File: config.mk
export PLATFORM = sky130hd
export DESIGN_NAME = bank_remap
export DESIGN_NICKNAME = d
export VERILOG_FILES = /design/src/rtl/bank_remap_pkg.sv /design/src/rtl/bank_rst_sync.sv /design/src/rtl/bank_idx_xlate.sv /design/src/rtl/bank_ss_store.sv /design/src/rtl/bank_remap.sv
export SDC_FILE = /design/constraint.sdc
export NUM_CORES = 1
export LEC_CHECK = 0
export CAP_MARGIN = 15
export CORE_MARGIN = 3
export CORE_UTILIZATION = 41
export CTS_BUF_LIST = sky130_fd_sc_hd__clkbuf_4 sky130_fd_sc_hd__clkbuf_8 sky130_fd_sc_hd__clkbuf_16
export CTS_CLUSTER_DIAMETER = 80
export DETAILED_ROUTE_END_ITERATION = 12
export HOLD_SLACK_MARGIN = 0.06
export SETUP_SLACK_MARGIN = 0.1
export SYNTH_ARGS = -nofsm -noshare
export SYNTH_HDL_FRONTEND = slang
export SYNTH_SLANG_ARGS = --single-unit
export TNS_END_PERCENT = 50
File: constraint.sdc
create_clock -name clk -period 23.7 [get_ports clk]
set_input_delay 2.37 -clock clk [delete_from_list [all_inputs] [get_ports clk]]
set_output_delay 2.37 -clock clk [all_outputs]
set_load 0.03 [all_outputs]
File: src/rtl/bank_remap_pkg.sv
package bank_remap_pkg;

  localparam logic [4:0] MD_USR = 5'h10;
  localparam logic [4:0] MD_FIQ = 5'h11;
  localparam logic [4:0] MD_IRQ = 5'h12;
  localparam logic [4:0] MD_SVC = 5'h13;
  localparam logic [4:0] MD_MON = 5'h16;
  localparam logic [4:0] MD_ABT = 5'h17;
  localparam logic [4:0] MD_UND = 5'h1B;
  localparam logic [4:0] MD_SYS = 5'h1F;

  localparam logic [31:0] CTL_INIT = 32'h0800_0078;

  // bank order fixes the r13/r14 pair placement in the physical file
  typedef enum logic [2:0] {
    BK_USR = 3'd0,
    BK_FIQ = 3'd1,
    BK_IRQ = 3'd2,
    BK_SVC = 3'd3,
    BK_ABT = 3'd4,
    BK_UND = 3'd5,
    BK_MON = 3'd6
  } bank_e;

  localparam int NBANK = 7;

  typedef struct packed {
    logic  known;
    bank_e bank;
  } mode_dec_t;

  function automatic mode_dec_t mode_decode(input logic [4:0] m);
    mode_dec_t d;
    d.known = 1'b1;
    case (m)
      MD_USR, MD_SYS: d.bank = BK_USR;
      MD_FIQ:         d.bank = BK_FIQ;
      MD_IRQ:         d.bank = BK_IRQ;
      MD_SVC:         d.bank = BK_SVC;
      MD_MON:         d.bank = BK_MON;
      MD_ABT:         d.bank = BK_ABT;
      MD_UND:         d.bank = BK_UND;
      default: begin
        d.known = 1'b0;
        d.bank  = BK_USR;
      end
    endcase
    return d;
  endfunction

endpackage

File: src/rtl/bank_rst_sync.sv
module bank_rst_sync #(
  parameter int STAGES = 2
) (
  input  logic clk,
  input  logic rst_n,
  output logic rst_sync_n
);

  logic [STAGES-1:0] chain_q;
  logic [STAGES-1:0] chain_d;

  always_comb begin
    chain_d = {chain_q[STAGES-2:0], 1'b1};
  end

  always_ff @(posedge clk or negedge rst_n) begin
    if (!rst_n) chain_q <= '0;
    else        chain_q <= chain_d;
  end

  assign rst_sync_n = chain_q[STAGES-1];

endmodule

File: src/rtl/bank_idx_xlate.sv
module bank_idx_xlate
  import bank_remap_pkg::*;
#(
  parameter int ARCH_REGS = 16,
  parameter int FIQ_LO    = 8,
  parameter int FIQ_CNT   = 5,
  parameter int SP_REG    = 13,
  parameter int PHYS_REGS = 33,
  parameter int IDX_W     = 6,
  parameter int PIDX_W    = 6
) (
  input  bank_e             bank,
  input  logic [IDX_W-1:0]  idx,
  output logic [PIDX_W-1:0] phys,
  output logic              err
);

  localparam int AW = $clog2(ARCH_REGS);

  function automatic int map_entry(input int b, input int r);
    if (b == int'(BK_FIQ) && r >= FIQ_LO && r < FIQ_LO + FIQ_CNT)
      return ARCH_REGS + r - FIQ_LO;
    if (b != int'(BK_USR) && (r == SP_REG || r == SP_REG + 1))
      return ARCH_REGS + FIQ_CNT + 2 * (b - 1) + (r - SP_REG);
    return r;
  endfunction

  logic [PIDX_W-1:0] tbl [NBANK][ARCH_REGS];

  for (genvar b = 0; b < NBANK; b++) begin : g_bank
    for (genvar r = 0; r < ARCH_REGS; r++) begin : g_reg
      assign tbl[b][r] = PIDX_W'(map_entry(b, r));
    end
  end

  logic [IDX_W-1:0] wrap;

  always_comb begin
    wrap = idx - IDX_W'(PHYS_REGS);
    err  = 1'b0;
    if (idx < IDX_W'(ARCH_REGS)) begin
      phys = tbl[int'(bank)][idx[AW-1:0]];
    end else if (idx < IDX_W'(PHYS_REGS)) begin
      phys = PIDX_W'(idx);
    end else begin
      phys = PIDX_W'(wrap);
      err  = (wrap >= IDX_W'(ARCH_REGS));
    end
  end

endmodule

File: src/rtl/bank_ss_store.sv
module bank_ss_store
  import bank_remap_pkg::*;
#(
  parameter int XLEN = 32
) (
  input  logic            clk,
  input  logic            rst_n,
  input  bank_e           sel,
  input  logic            we,
  input  logic [XLEN-1:0] wdata,
  output logic [XLEN-1:0] rdata
);

  logic [XLEN-1:0] slot_q [NBANK];
  logic [NBANK-1:0] slot_en;

  for (genvar s = 0; s < NBANK; s++) begin : g_slot
    assign slot_en[s] = we && (int'(sel) == s);

    always_ff @(posedge clk or negedge rst_n) begin
      if (!rst_n)          slot_q[s] <= '0;
      else if (slot_en[s]) slot_q[s] <= wdata;
    end
  end

  assign rdata = slot_q[int'(sel)];

endmodule

File: src/rtl/bank_remap.sv
module bank_remap
  import bank_remap_pkg::*;
#(
  parameter int XLEN      = 32,
  parameter int ARCH_REGS = 16,
  parameter int FIQ_LO    = 8,
  parameter int FIQ_CNT   = 5,
  parameter int SP_REG    = 13,
  localparam int PHYS_REGS = ARCH_REGS + FIQ_CNT + 2 * (NBANK - 1),
  localparam int IDX_W     = $clog2(PHYS_REGS + ARCH_REGS),
  localparam int PIDX_W    = $clog2(PHYS_REGS)
) (
  input  logic              clk,
  input  logic              rst_n,
  input  logic              sts_we,
  input  logic [XLEN-1:0]   sts_wdata,
  output logic [XLEN-1:0]   sts_q,
  output logic              sts_err,
  input  logic              ss_we,
  input  logic [XLEN-1:0]   ss_wdata,
  output logic [XLEN-1:0]   ss_rdata,
  input  logic [IDX_W-1:0]  xl_idx,
  output logic [PIDX_W-1:0] xl_phys,
  output logic              xl_err,
  output logic [XLEN-1:0]   sysctl_q
);

  logic rst_sync_n;

  bank_rst_sync #(.STAGES(2)) u_rst (
    .clk        (clk),
    .rst_n      (rst_n),
    .rst_sync_n (rst_sync_n)
  );

  logic [XLEN-1:0] sts_d;
  bank_e           bank_q, bank_d;
  logic            err_d, err_q;
  mode_dec_t       wdec;

  // the bank is chosen from the incoming mode field before the word is kept
  always_comb begin
    wdec   = mode_decode(sts_wdata[4:0]);
    sts_d  = sts_q;
    bank_d = bank_q;
    err_d  = 1'b0;
    if (sts_we) begin
      if (wdec.known) begin
        sts_d  = sts_wdata;
        bank_d = wdec.bank;
      end else begin
        err_d  = 1'b1;
      end
    end
  end

  always_ff @(posedge clk or negedge rst_sync_n) begin
    if (!rst_sync_n) begin
      sts_q  <= XLEN'(MD_USR);
      bank_q <= BK_USR;
      err_q  <= 1'b0;
    end else begin
      sts_q  <= sts_d;
      bank_q <= bank_d;
      err_q  <= err_d;
    end
  end

  assign sts_err  = err_q;
  assign sysctl_q = XLEN'(CTL_INIT);

  bank_ss_store #(.XLEN(XLEN)) u_ss (
    .clk   (clk),
    .rst_n (rst_sync_n),
    .sel   (bank_q),
    .we    (ss_we),
    .wdata (ss_wdata),
    .rdata (ss_rdata)
  );

  bank_idx_xlate #(
    .ARCH_REGS (ARCH_REGS),
    .FIQ_LO    (FIQ_LO),
    .FIQ_CNT   (FIQ_CNT),
    .SP_REG    (SP_REG),
    .PHYS_REGS (PHYS_REGS),
    .IDX_W     (IDX_W),
    .PIDX_W    (PIDX_W)
  ) u_xl (
    .bank (bank_q),
    .idx  (xl_idx),
    .phys (xl_phys),
    .err  (xl_err)
  );

endmodule

[Word-level counts from Yosys, hierarchy flattened]
Memory sizes are Yosys's and may differ from the RTL's.
Index checks and enable logic that the tools add are counted.
Word-level totals
  register bits after elaboration: 262
  latch bits: 0
  memory bits (writable): 0
  ROM bits: 768
  input bits: 74
  word-level logic and storage cells: 60
  memories: 1
Memories
  (name not given): depth 8, width 96, rd ports 1, clocked after memory_dff 0, wr ports 0, RTL line bank_idx_xlate.sv:42  | phys = tbl[int'(bank)][idx[AW-1:0]];
Cells by class
  add/sub/neg operators: 1
  multipliers: 0
  div/mod/pow operators: 0
  magnitude comparators: 5
  equal/unequal tests: 14
  shift operators: 0
  multiplexer cells: 16
  bitwise operators: 2
  reductions and logical operators: 10
Operator list (number)
  two-way mux 96 bit: 2
  binary-select mux 32 bit (select 3 bit): 1
  two-way mux 32 bit: 2
  == test 5 bit (second input constant): 8
  greater-or-equal comparator 32 x 4 -> 1 bit (second input constant): 1
  NOT 3 -> 32 bit: 1
  binary-select mux 6 bit (select 4 bit): 1
  two-way mux 6 bit: 4
  one-hot mux 3 bit (6 select lines): 1
  == test 3 bit (second input constant): 4
  OR reduction 8 bit: 1
  logical AND 1 bit: 7
  == test 3 x 2 -> 1 bit (second input constant): 2
  greater-or-equal comparator 6 x 5 -> 1 bit (second input constant): 1
  < comparator 6 x 5 -> 1 bit (second input constant): 1
  < comparator 6 bit (second input constant): 1
  subtractor 6 bit (second input constant): 1
  greater-or-equal comparator 5 bit (second input constant): 1
  two-way mux 1 bit: 5
  NOT 4 -> 5 bit: 1
  zero test 3 bit: 1
  AND reduction 2 bit: 1

[Depth between registers and ports, before layout]
Gate-level depths: netlist of the first run.
  word-level depth: 8
  mapped depth: 9
  mapped depth without buffers: 6

[By module]
A second synthesis of the first run with hierarchy kept.
Unflattened totals
  cells, all modules: 1002
  area, all modules: 12654.6 um^2
Modules (own cells, without submodules)
  bank_ss_store: instances 1, cells each 735, area an instance 10257.3 um^2
  bank_remap: instances 1, cells each 202, area an instance 1900.6 um^2
  bank_idx_xlate: instances 1, cells each 62, area an instance 442.9 um^2
  bank_rst_sync: instances 1, cells each 3, area an instance 53.8 um^2

[Worst setup path after synthesis of the first run]
OpenSTA, ideal clock, no wires.
  path kind: input -> output
  from: input xl_idx[3]
  to: output xl_phys[1]
  arrival time: 4.081 ns
  required time: 21.330 ns
  setup slack: 17.249 ns
  stages: 5
  path buffers: 1
  cells stage by stage: clkbuf_1 -> nand3_1 -> a211oi_1 -> a21oi_1 -> o311ai_0
On the way
  longest elaborated chain between the ends: 5
RTL lines
  start, declared: RTL line bank_remap.sv:22  | input logic [IDX_W-1:0] xl_idx,
  NOT 4 -> 5 bit (implied by the code): RTL line bank_idx_xlate.sv:42
  binary-select mux 6 bit (select 4 bit): RTL line bank_idx_xlate.sv:42
  two-way mux 6 bit (implied by the code) (2 in a row): RTL line bank_idx_xlate.sv:42
  two-way mux 6 bit *: RTL line bank_idx_xlate.sv:41  | if (idx < IDX_W'(ARCH_REGS)) begin
  end, declared: RTL line bank_remap.sv:23  | output logic [PIDX_W-1:0] xl_phys,
Every way passes the cells marked *; elsewhere a longest branch is shown, timed or not. The select of a mux whose other input is x is not followed.

[Final worst setup path of the first run]
  from: input xl_idx[0]
  to: output xl_phys[4]
The elaborated chain is that of the path after synthesis.

==> flow_summary.ini, run 1 <==
[run_status]
outcome = finished, final reports clean

[power_and_ir_drop]
p_sw_share_pct = 30.1
pwr-share-seq_pct = 41.8
powerDensity_nw_per_um2 = 113
power_mw = 1.67
clkPwrFrac_pct = 26.7
p_comb_share_pct = 31.5
ir_drop_mv = 0.0725
power_leakage_nw = 6.38
p_switching_mw = 0.501
internal_power_mw = 1.17

[global_route]
first_global_vias = 7642
grt_first_pass_wirelength_um = 43000
antenna_found_initial = 2
grt_overflow = 0
grtUsageTotal_pct = 17.1
grt_start_max_net_pins = 72

[route]
postRouteWirelength_um = 27100
initialDrtViolationCount = 367
vias = 7435
firstDrtPassIters = 4
viasPerCell = 5.19
ant_nets = 0
drc = 0
wl_per_cell_um = 18.9

[layout]
multiInputGateArea_um2 = 5210
finalNonFillerCells = 1432
drive_above_1_share_pct = 34.3
diodes = 0
fin_util_pct = 51.0
finalNetCount = 1110
fillers = 2557
syn_to_final_growth_pct = 21.2
register_area_um2 = 6570

[setup_path]
crit_path_frequent_cell = clkdlybuf4s50_1
end_kind = output pin
slowest_stage = clkdlybuf4s50_1
crit_arrival_ps = 4870
cp_max_fo = 9
critical-path-max-stage-delay_ps = 810
path_class = input pin to output pin
required_ps = 21330
path_delay_family = buffers and inverters
path_buf_inv = 3
crit_chain = clkdlybuf4s50_1, inv_1, ha_1, nand3b_1, a21oi_1, a221oi_1, clkdlybuf4s50_1
cp-start-kind = input pin

[floorplanning]
core_um2 = 29000
fp.dieArea_um2 = 31900
ios = 178
fp.dieW_um = 179
num_rows = 62
die_y_um = 179
initial_core_util_pct = 42.1

[timing]
period_needed_ps = 7240
tns_ps = 0
setup_viol = 0
whs_ps = 359
slew_headroom_pct = 34.2
fmax_mhz = 138
period_share_pct = 30.5
worst_pin_slew_ps = 985
rsz0062_at_grt = false
hold_viol = 0
clock-skew-final_ps = 21.5
slew_violations = 0

[yosys]
syn-cell-area_um2 = 12200
synth.avg_cell_area_um2 = 13.6
synth.distinct_cells = 45
yosys.area.top_type_share_pct = 53.5
synthTopCellsByArea = dfrtp_1 (53%), mux2_2 (23%), mux4_2 (5.9%), mux2i_1 (3.0%), a21oi_1 (2.9%)
synth_edf_count = 0
async_reset_ff_share_pct = 100
ys.flop_type = dfrtp_1
synth-seq-cells = 262
synth_largest_area_cell = dfrtp_1
syn_inst = 897
yosysSeqAreaShare_pct = 53.7
synth_warnings = 0

[clock_network]
cts_root_buf = clkbuf_16
ctsResizeCount = 0
cts_inserted_buffers = 28
post_cts_buffers = 0
clk_path_buf_depth = 3
clkLatencyLatePin_ps = 540
cts.hold.buffers_added = 0
clk_pin_slew_ps = 60
cts_tree = yes
clock_sinks = 262
htree_levels = 1

[placed_design]
dp_hpwl_um = 16300
io_buffers = 145
gp_congestion = 0.769
place_inst = 1383

[hold_path]
min_path_type = flop to flop

[job]
max_cap_viol_count = 0
-- path summary, 6_finish.rpt --
path	startpoint	end	slack, ps	cells past startpoint
min in group asynchronous	u_rst.chain_q[1]	u_ss.slot_q[156]	410	0
worst min register to register	u_rst.chain_q[0]	u_rst.chain_q[1]	360	0
worst max-delay path	xl_idx[0]	xl_phys[4]	16460	7
worst min-delay path	u_rst.chain_q[0]	u_rst.chain_q[1]	360	0
worst max register to register	bank_q[2]	u_ss.slot_q[103]	20610	4
max in group asynchronous	u_rst.chain_q[1]	u_ss.slot_q[68]	21010	2
-- layout make-up --
type                    instances  share of cell area, %
flip-flops and latches        262                   44.4
multi-input cells             570                   35.2
repair buffers                159                   10.5
clock buffers                  38                   5.49
well taps                     384                   3.25
clock inverters                11                  0.955
inverters                       8                  0.203
-- power groups by stage --
stage	Clock, mW	Sequential, mW	Combinational [mW]
after floorplan	0	0.702	0.367
after global placement	0	0.699	0.524
after detailed placement	0	0.705	0.532
after CTS	0.459	0.698	0.534
after global routing	0.480	0.719	0.570
final	0.445	0.698	0.525
-- kinds of logic after synthesis --
logic type,synth area share [%]
mux,32.4
flops,53.7
simple gates,4.17
buf+inv,4.69
compound gates,4.17
fa+ha+maj,0.717
other cells,0.0615
xor+xnor,0.0717
-- per-layer routing --
metal | vias up | share of wire [%] | routed length, um | global-route usage [%]
met1 | 3808 | 46 | 12300 | 23.7
met5 | - | 0.10 | 27 | 0
li1 | 3423 | - | - | -
met4 | 4 | 1.7 | 461 | 3.41
met2 | 161 | 48 | 12900 | 27.8
met3 | 39 | 5.2 | 1400 | 3.75
-- sequential cells by signal, indices dropped and copies added, names as in the netlist --
name / count
bank_q: 3
sts_err: 1
sts_q: 32
u_rst.chain_q: 2
u_ss.slot_q: 224
-- Yosys cell counts (2+ instances only) --
cell,n
a21oi_1,71
nand2b_1,4
dfrtp_1,261
a211oi_1,2
mux2_4,2
o211ai_1,2
ha_1,7
buf_6,4
buf_2,41
mux2i_1,36
mux2_2,248
nand3b_1,3
a31oi_1,3
nand2_1,11
conb_1,2
nor2_1,75
nand4_1,2
mux2_1,5
clkbuf_1,7
nor2b_1,3
inv_1,8
nand3_1,7
o21ai_0,6
buf_4,35
mux4_2,32
-- cells in the final DEF, fill, tap and decap left out, types with 2 or more instances in the layout --
cell / count
nand2b_1: 4
clkbuf_8: 6
bufinv_16: 3
nand4_1: 2
nor2b_1: 3
nor2_1: 75
clkbuf_16: 28
a21oi_1: 71
dfrtp_1: 257
inv_1: 8
mux2_1: 5
clkinv_2: 7
dfrtp_4: 3
buf_4: 14
nand3b_1: 3
mux4_2: 32
nand3_2: 3
mux2_2: 248
a211oi_1: 2
a31oi_1: 3
nand2_1: 11
mux2i_1: 36
o211ai_1: 2
nand3_1: 5
conb_1: 33
ha_1: 7
o21ai_0: 6
mux2_4: 2
clkdlybuf4s50_1: 145
clkbuf_4: 4
-- per-stage QoR --
| stage | instance area [um2] | setup slack (ps) |
|---|---|---|
| floorplan | 12300 | 15860 |
| finish | 14800 | 16460 |
| global placement | 13800 | 16470 |
| detailed placement | 13800 | 16420 |
| CTS | 14800 | 16410 |
| global route | 14800 | 16330 |
Note: power is estimated with default switching activity, not from simulation.
==> inputs of run 2 (changes only) <==
==> constraint.sdc (replaced) <==
create_clock -name clk -period 7.35 [get_ports clk]
set_input_delay 0.735 -clock clk [delete_from_list [all_inputs] [get_ports clk]]
set_output_delay 0.735 -clock clk [all_outputs]
set_load 0.03 [all_outputs]
==> run 2 against run 1 <==
Effect of this change:
- global-route usage increased by 0.27 points
- critical path depth unchanged
- sequential power increased to 3.2 times the previous value
- wire length increased by 1.7%
- cell count increased by 0.14%
- sequential share of layout area decreased by 0.43 points
- first-iteration DRC count decreased by 2.5%
- non-clock buffer count decreased by 2
==> flow_summary.ini, run 2 (synthesis results as in run 1) <==
[run_status]
outcome = finished, final reports clean

[clock_network]
htree_levels = 1
cts_tree = yes
cts_inserted_buffers = 29
clk_path_buf_depth = 3
cts_root_buf = clkbuf_16
ctsResizeCount = 0
cts.hold.buffers_added = 0
clk_pin_slew_ps = 60
clock_sinks = 262
clkLatencyLatePin_ps = 540
post_cts_buffers = 0

[route]
postRouteWirelength_um = 27600
viasPerCell = 5.20
ant_nets = 0
drc = 0
firstDrtPassIters = 4
initialDrtViolationCount = 358
vias = 7457
wl_per_cell_um = 19.2

[setup_path]
end_kind = output pin
path_class = flop to output pin
cp_max_fo = 45
crit_arrival_ps = 3740
r2r_slack_ps = 3960
required_ps = 6610
crit_chain = buf_4, ha_1, nor2_1, a211oi_1, a21oi_1, o311ai_0, clkdlybuf4s50_1
critical-path-max-stage-delay_ps = 750
slowest_stage = clkdlybuf4s50_1
cp-start-kind = flop
path_buf_inv = 2
path_delay_family = buffers and inverters

[timing]
worst_pin_slew_ps = 1120
tns_ps = 0
hold_viol = 0
slew_violations = 0
rsz0062_at_grt = false
period_share_pct = 60.9
setup_viol = 0
clock-skew-final_ps = 14.3
period_needed_ps = 4470
fmax_mhz = 224
whs_ps = 332
slew_headroom_pct = 25.7

[floorplanning]
ios = 178
num_rows = 62
initial_core_util_pct = 42.1
fp.dieW_um = 179
core_um2 = 29000
die_y_um = 179
fp.dieArea_um2 = 31900

[global_route]
first_global_vias = 7733
grt_first_pass_wirelength_um = 43700
grt_start_max_net_pins = 153
grtUsageTotal_pct = 17.4
antenna_found_initial = 2
grt_overflow = 0

[power_and_ir_drop]
ir_drop_mv = 0.232
powerDensity_nw_per_um2 = 375
power_mw = 5.60
power_leakage_nw = 6.44

[layout]
fillers = 2552
layout_commonest_cell = dfrtp_1
diodes = 0
syn_to_final_growth_pct = 22.4
largest-register = u_ss.slot_q
layout_common_cells = dfrtp_1 (257), mux2_2 (248), clkdlybuf4s50_1 (145)
drive_above_1_share_pct = 34.4
largest_register_ffs = 224
top_regs = u_ss.slot_q (224), sts_q (32), bank_q (3)
finalNetCount = 1109

[job]
max_cap_viol_count = 0

[hold_path]
min_path_type = flop to async pin

[placed_design]
gp_congestion = 0.725
dp_hpwl_um = 17000
io_buffers = 145
run 2: cell types whose count changed in the layout (fill, tap and decap cells not counted), sizes merged:
cell and change:
inv +1, bufinv +5, clkinv -3, clkbuf +1, buf -2
run 2: path summary, 6_finish.rpt:
path,start,endpoint,depth (start not counted)
max,bank_q[1],xl_phys[1],7
min,u_rst.chain_q[1],u_ss.slot_q[154],0
max reg2reg,bank_q[1],u_ss.slot_q[8],4
min reg2reg,u_rst.chain_q[1],u_ss.slot_q[154],0
max in group asynchronous,u_rst.chain_q[1],bank_q[0],1
min in group clk,u_rst.chain_q[0],u_rst.chain_q[1],0
run 2: cell type report:
type                            count  area (um2)  area share, %
Sequential cell                   262        6570           44.0
Multi-Input combinational cell    570        5210           34.8
Timing Repair Buffer              157        1550           10.4
Clock buffer                       39         826           5.52
Tap cell                          384         480           3.21
Clock inverter                     14         278           1.86
Inverter                            8        30.0          0.201
run 2: metrics by stage:
step	instances	setup slack, ps	util [%]	instance area, um2
2_1_floorplan	928	3050	-	12300
3_3_place_gp	1381	3250	47.7	13800
3_5_place_dp	1381	3230	47.7	13800
4_1_cts	1434	2800	51.5	14900
6_report	1434	2880	51.5	14900
5_1_grt	1434	2650	51.5	14900
run 2: layer usage:
layer  vias up  global-route usage [%]  share of wire (%)
met5         -                       0              0.098
met4         4                    3.02                1.7
met3        34                    3.30                5.0
met2       158                    27.9                 47
met1      3837                    24.9                 46
li1       3424                       -                  -
run 2: power by group:
| group | switching (mW) | leakage (nW) | internal, mW | total, mW |
|---|---|---|---|---|
| combinational | 0.792 | 2.65 | 0.910 | 1.70 |
| sequential | 0.280 | 3.24 | 1.97 | 2.26 |
| clock | 0.574 | 0.551 | 1.07 | 1.64 |
==> inputs of run 3 (changes only) <==
--- a/config.mk
+++ b/config.mk
@@ -12,6 +12,7 @@
 export CTS_CLUSTER_DIAMETER = 80
 export DETAILED_ROUTE_END_ITERATION = 12
 export HOLD_SLACK_MARGIN = 0.06
+export PLACE_DENSITY = 0.65
 export SETUP_SLACK_MARGIN = 0.1
 export SYNTH_ARGS = -nofsm -noshare
 export SYNTH_HDL_FRONTEND = slang
==> constraint.sdc (replaced) <==
create_clock -name clk -period 4.05 [get_ports clk]
set_input_delay 0.405 -clock clk [delete_from_list [all_inputs] [get_ports clk]]
set_output_delay 0.405 -clock clk [all_outputs]
set_load 0.03 [all_outputs]
==> run 3 against run 2 <==
Effect of this change:
- critical path depth fell by 1
- sequential share of layout area grew 0.14 points
- clock-buffer cell count increased by 5
- critical path type unchanged
- largest cell class unchanged
- largest power group unchanged
==> flow_summary.ini, run 3 (synthesis results as in run 1) <==
[route]
firstDrtPassIters = 4
postRouteWirelength_um = 26800
vias = 7482
wl_per_cell_um = 18.6
viasPerCell = 5.20
initialDrtViolationCount = 376
ant_nets = 0
drc = 0

[clock_network]
clock_sinks = 262
cts_tree = yes
clk_pin_slew_ps = 60
cts_root_buf = clkbuf_16
clkLatencyLatePin_ps = 540
htree_levels = 1
cts_inserted_buffers = 29
clk_path_buf_depth = 3
post_cts_buffers = 0

[setup_path]
critical-path-max-stage-delay_ps = 850
end_kind = output pin
cp_max_fo = 40
crit_arrival_ps = 3320
slowest_stage = dfrtp_4
required_ps = 3640
r2r_cells = 4
path_class = flop to output pin
cp-start-kind = flop
crit_chain = inv_1, ha_1, mux2i_1, o31ai_1, a31oi_1, clkdlybuf4s50_1

[floorplanning]
num_rows = 62
fp.dieArea_um2 = 31900
ios = 178
initial_core_util_pct = 42.1
fp.dieW_um = 179
core_um2 = 29000
die_y_um = 179

[timing]
slew_violations = 0
period_share_pct = 92.1
rsz0062_at_grt = false
clock-skew-final_ps = 25.8
fmax_mhz = 268
tns_ps = 0
hold_viol = 0
period_needed_ps = 3730
slew_headroom_pct = 22.9
setup_viol = 0
whs_ps = 353
worst_pin_slew_ps = 1150

[placed_design]
place_inst = 1388
gp_congestion = 0.764
io_buffers = 145
dp_hpwl_um = 17000

[layout]
layout_commonest_cell = dfrtp_1
syn_to_final_growth_pct = 22.0
finalNetCount = 1117
largest-register = u_ss.slot_q
layout_common_cells = dfrtp_1 (257), mux2_2 (248), clkdlybuf4s50_1 (145)
largest_register_ffs = 224
finalNonFillerCells = 1438
top_regs = u_ss.slot_q (224), sts_q (32), bank_q (3)
diodes = 0
drive_above_1_share_pct = 34.8
fin_util_pct = 51.3

[global_route]
first_global_vias = 7721
grt_overflow = 0
grt_first_pass_wirelength_um = 42500
grtUsageTotal_pct = 16.8
grt_start_max_net_pins = 101
antenna_found_initial = 0

[hold_path]
min_path_type = flop to async pin

[power_and_ir_drop]
powerDensity_nw_per_um2 = 659
ir_drop_mv = 0.302
power_leakage_nw = 6.41

[run_status]
outcome = finished, final reports clean

[job]
max_cap_viol_count = 0
==> run 3: layout make-up <==
| cell class | instances | area [um2] |
|---|---|---|
| Tap cell | 384 | 480 |
| Clock inverter | 5 | 81.3 |
| Timing Repair Buffer | 165 | 1630 |
| Multi-Input combinational cell | 570 | 5220 |
| Sequential cell | 262 | 6570 |
| Inverter | 8 | 30.0 |
| Fill cell | 2549 | 14100 |
| Clock buffer | 44 | 882 |
==> run 3: metrics by stage <==
| step | total power, mW | setup slack, ps | area [um2] |
|---|---|---|---|
| after floorplan | 6.25 | 1010 | 12300 |
| final | 9.82 | 322 | 14900 |
| after global routing | 10.4 | 159 | 14900 |
| after CTS | 9.96 | 189 | 14900 |
| after detailed placement | 7.27 | 758 | 13900 |
| after global placement | 7.17 | 780 | 13900 |
==> run 3: worst paths after layout <==
check	start	to	slack (ps)
min in group clk	u_rst.chain_q[0]	u_rst.chain_q[1]	350
setup / recovery	bank_q[1]	xl_phys[2]	320
max in group asynchronous	u_rst.chain_q[1]	u_ss.slot_q[41]	2660
hold reg to reg	u_rst.chain_q[1]	u_ss.slot_q[124]	350
hold / removal	u_rst.chain_q[1]	u_ss.slot_q[124]	350
setup reg to reg	bank_q[1]	u_ss.slot_q[39]	1180
==> run 3: timing repair <==
action | in CTS | in global routing
endpoints found under the setup margin | 0 | 1
hold buffers | 1 | 0
gates resized for setup | 0 | 1
hold endpoints to repair | 2 | 0
==> run 3: critical path: cells and delay by family (launching register included) <==
kind / cells / cell delay [ps]
flip-flops: 1 / 850
adder cells (fa/ha/maj): 1 / 290
buffers and inverters: 2 / 980
multiplexers: 1 / 160
AO/OA/AOI/OAI: 2 / 490
==> run 3: report_power, final <==
part / internal, mW / switching (mW)
Clock: 1.61 / 1.02
Sequential: 3.58 / 0.503
Combinational: 1.67 / 1.44
==> run 3: routing by layer <==
| layer | track usage (%) | share of wire (%) | up-vias |
|---|---|---|---|
| met5 | 0 | 0 | - |
| met3 | 3.07 | 4.7 | 32 |
| met2 | 28.4 | 49 | 169 |
| met1 | 22.6 | 44 | 3845 |
| li1 | - | - | 3436 |
| met4 | 3.41 | 1.6 | 0 |
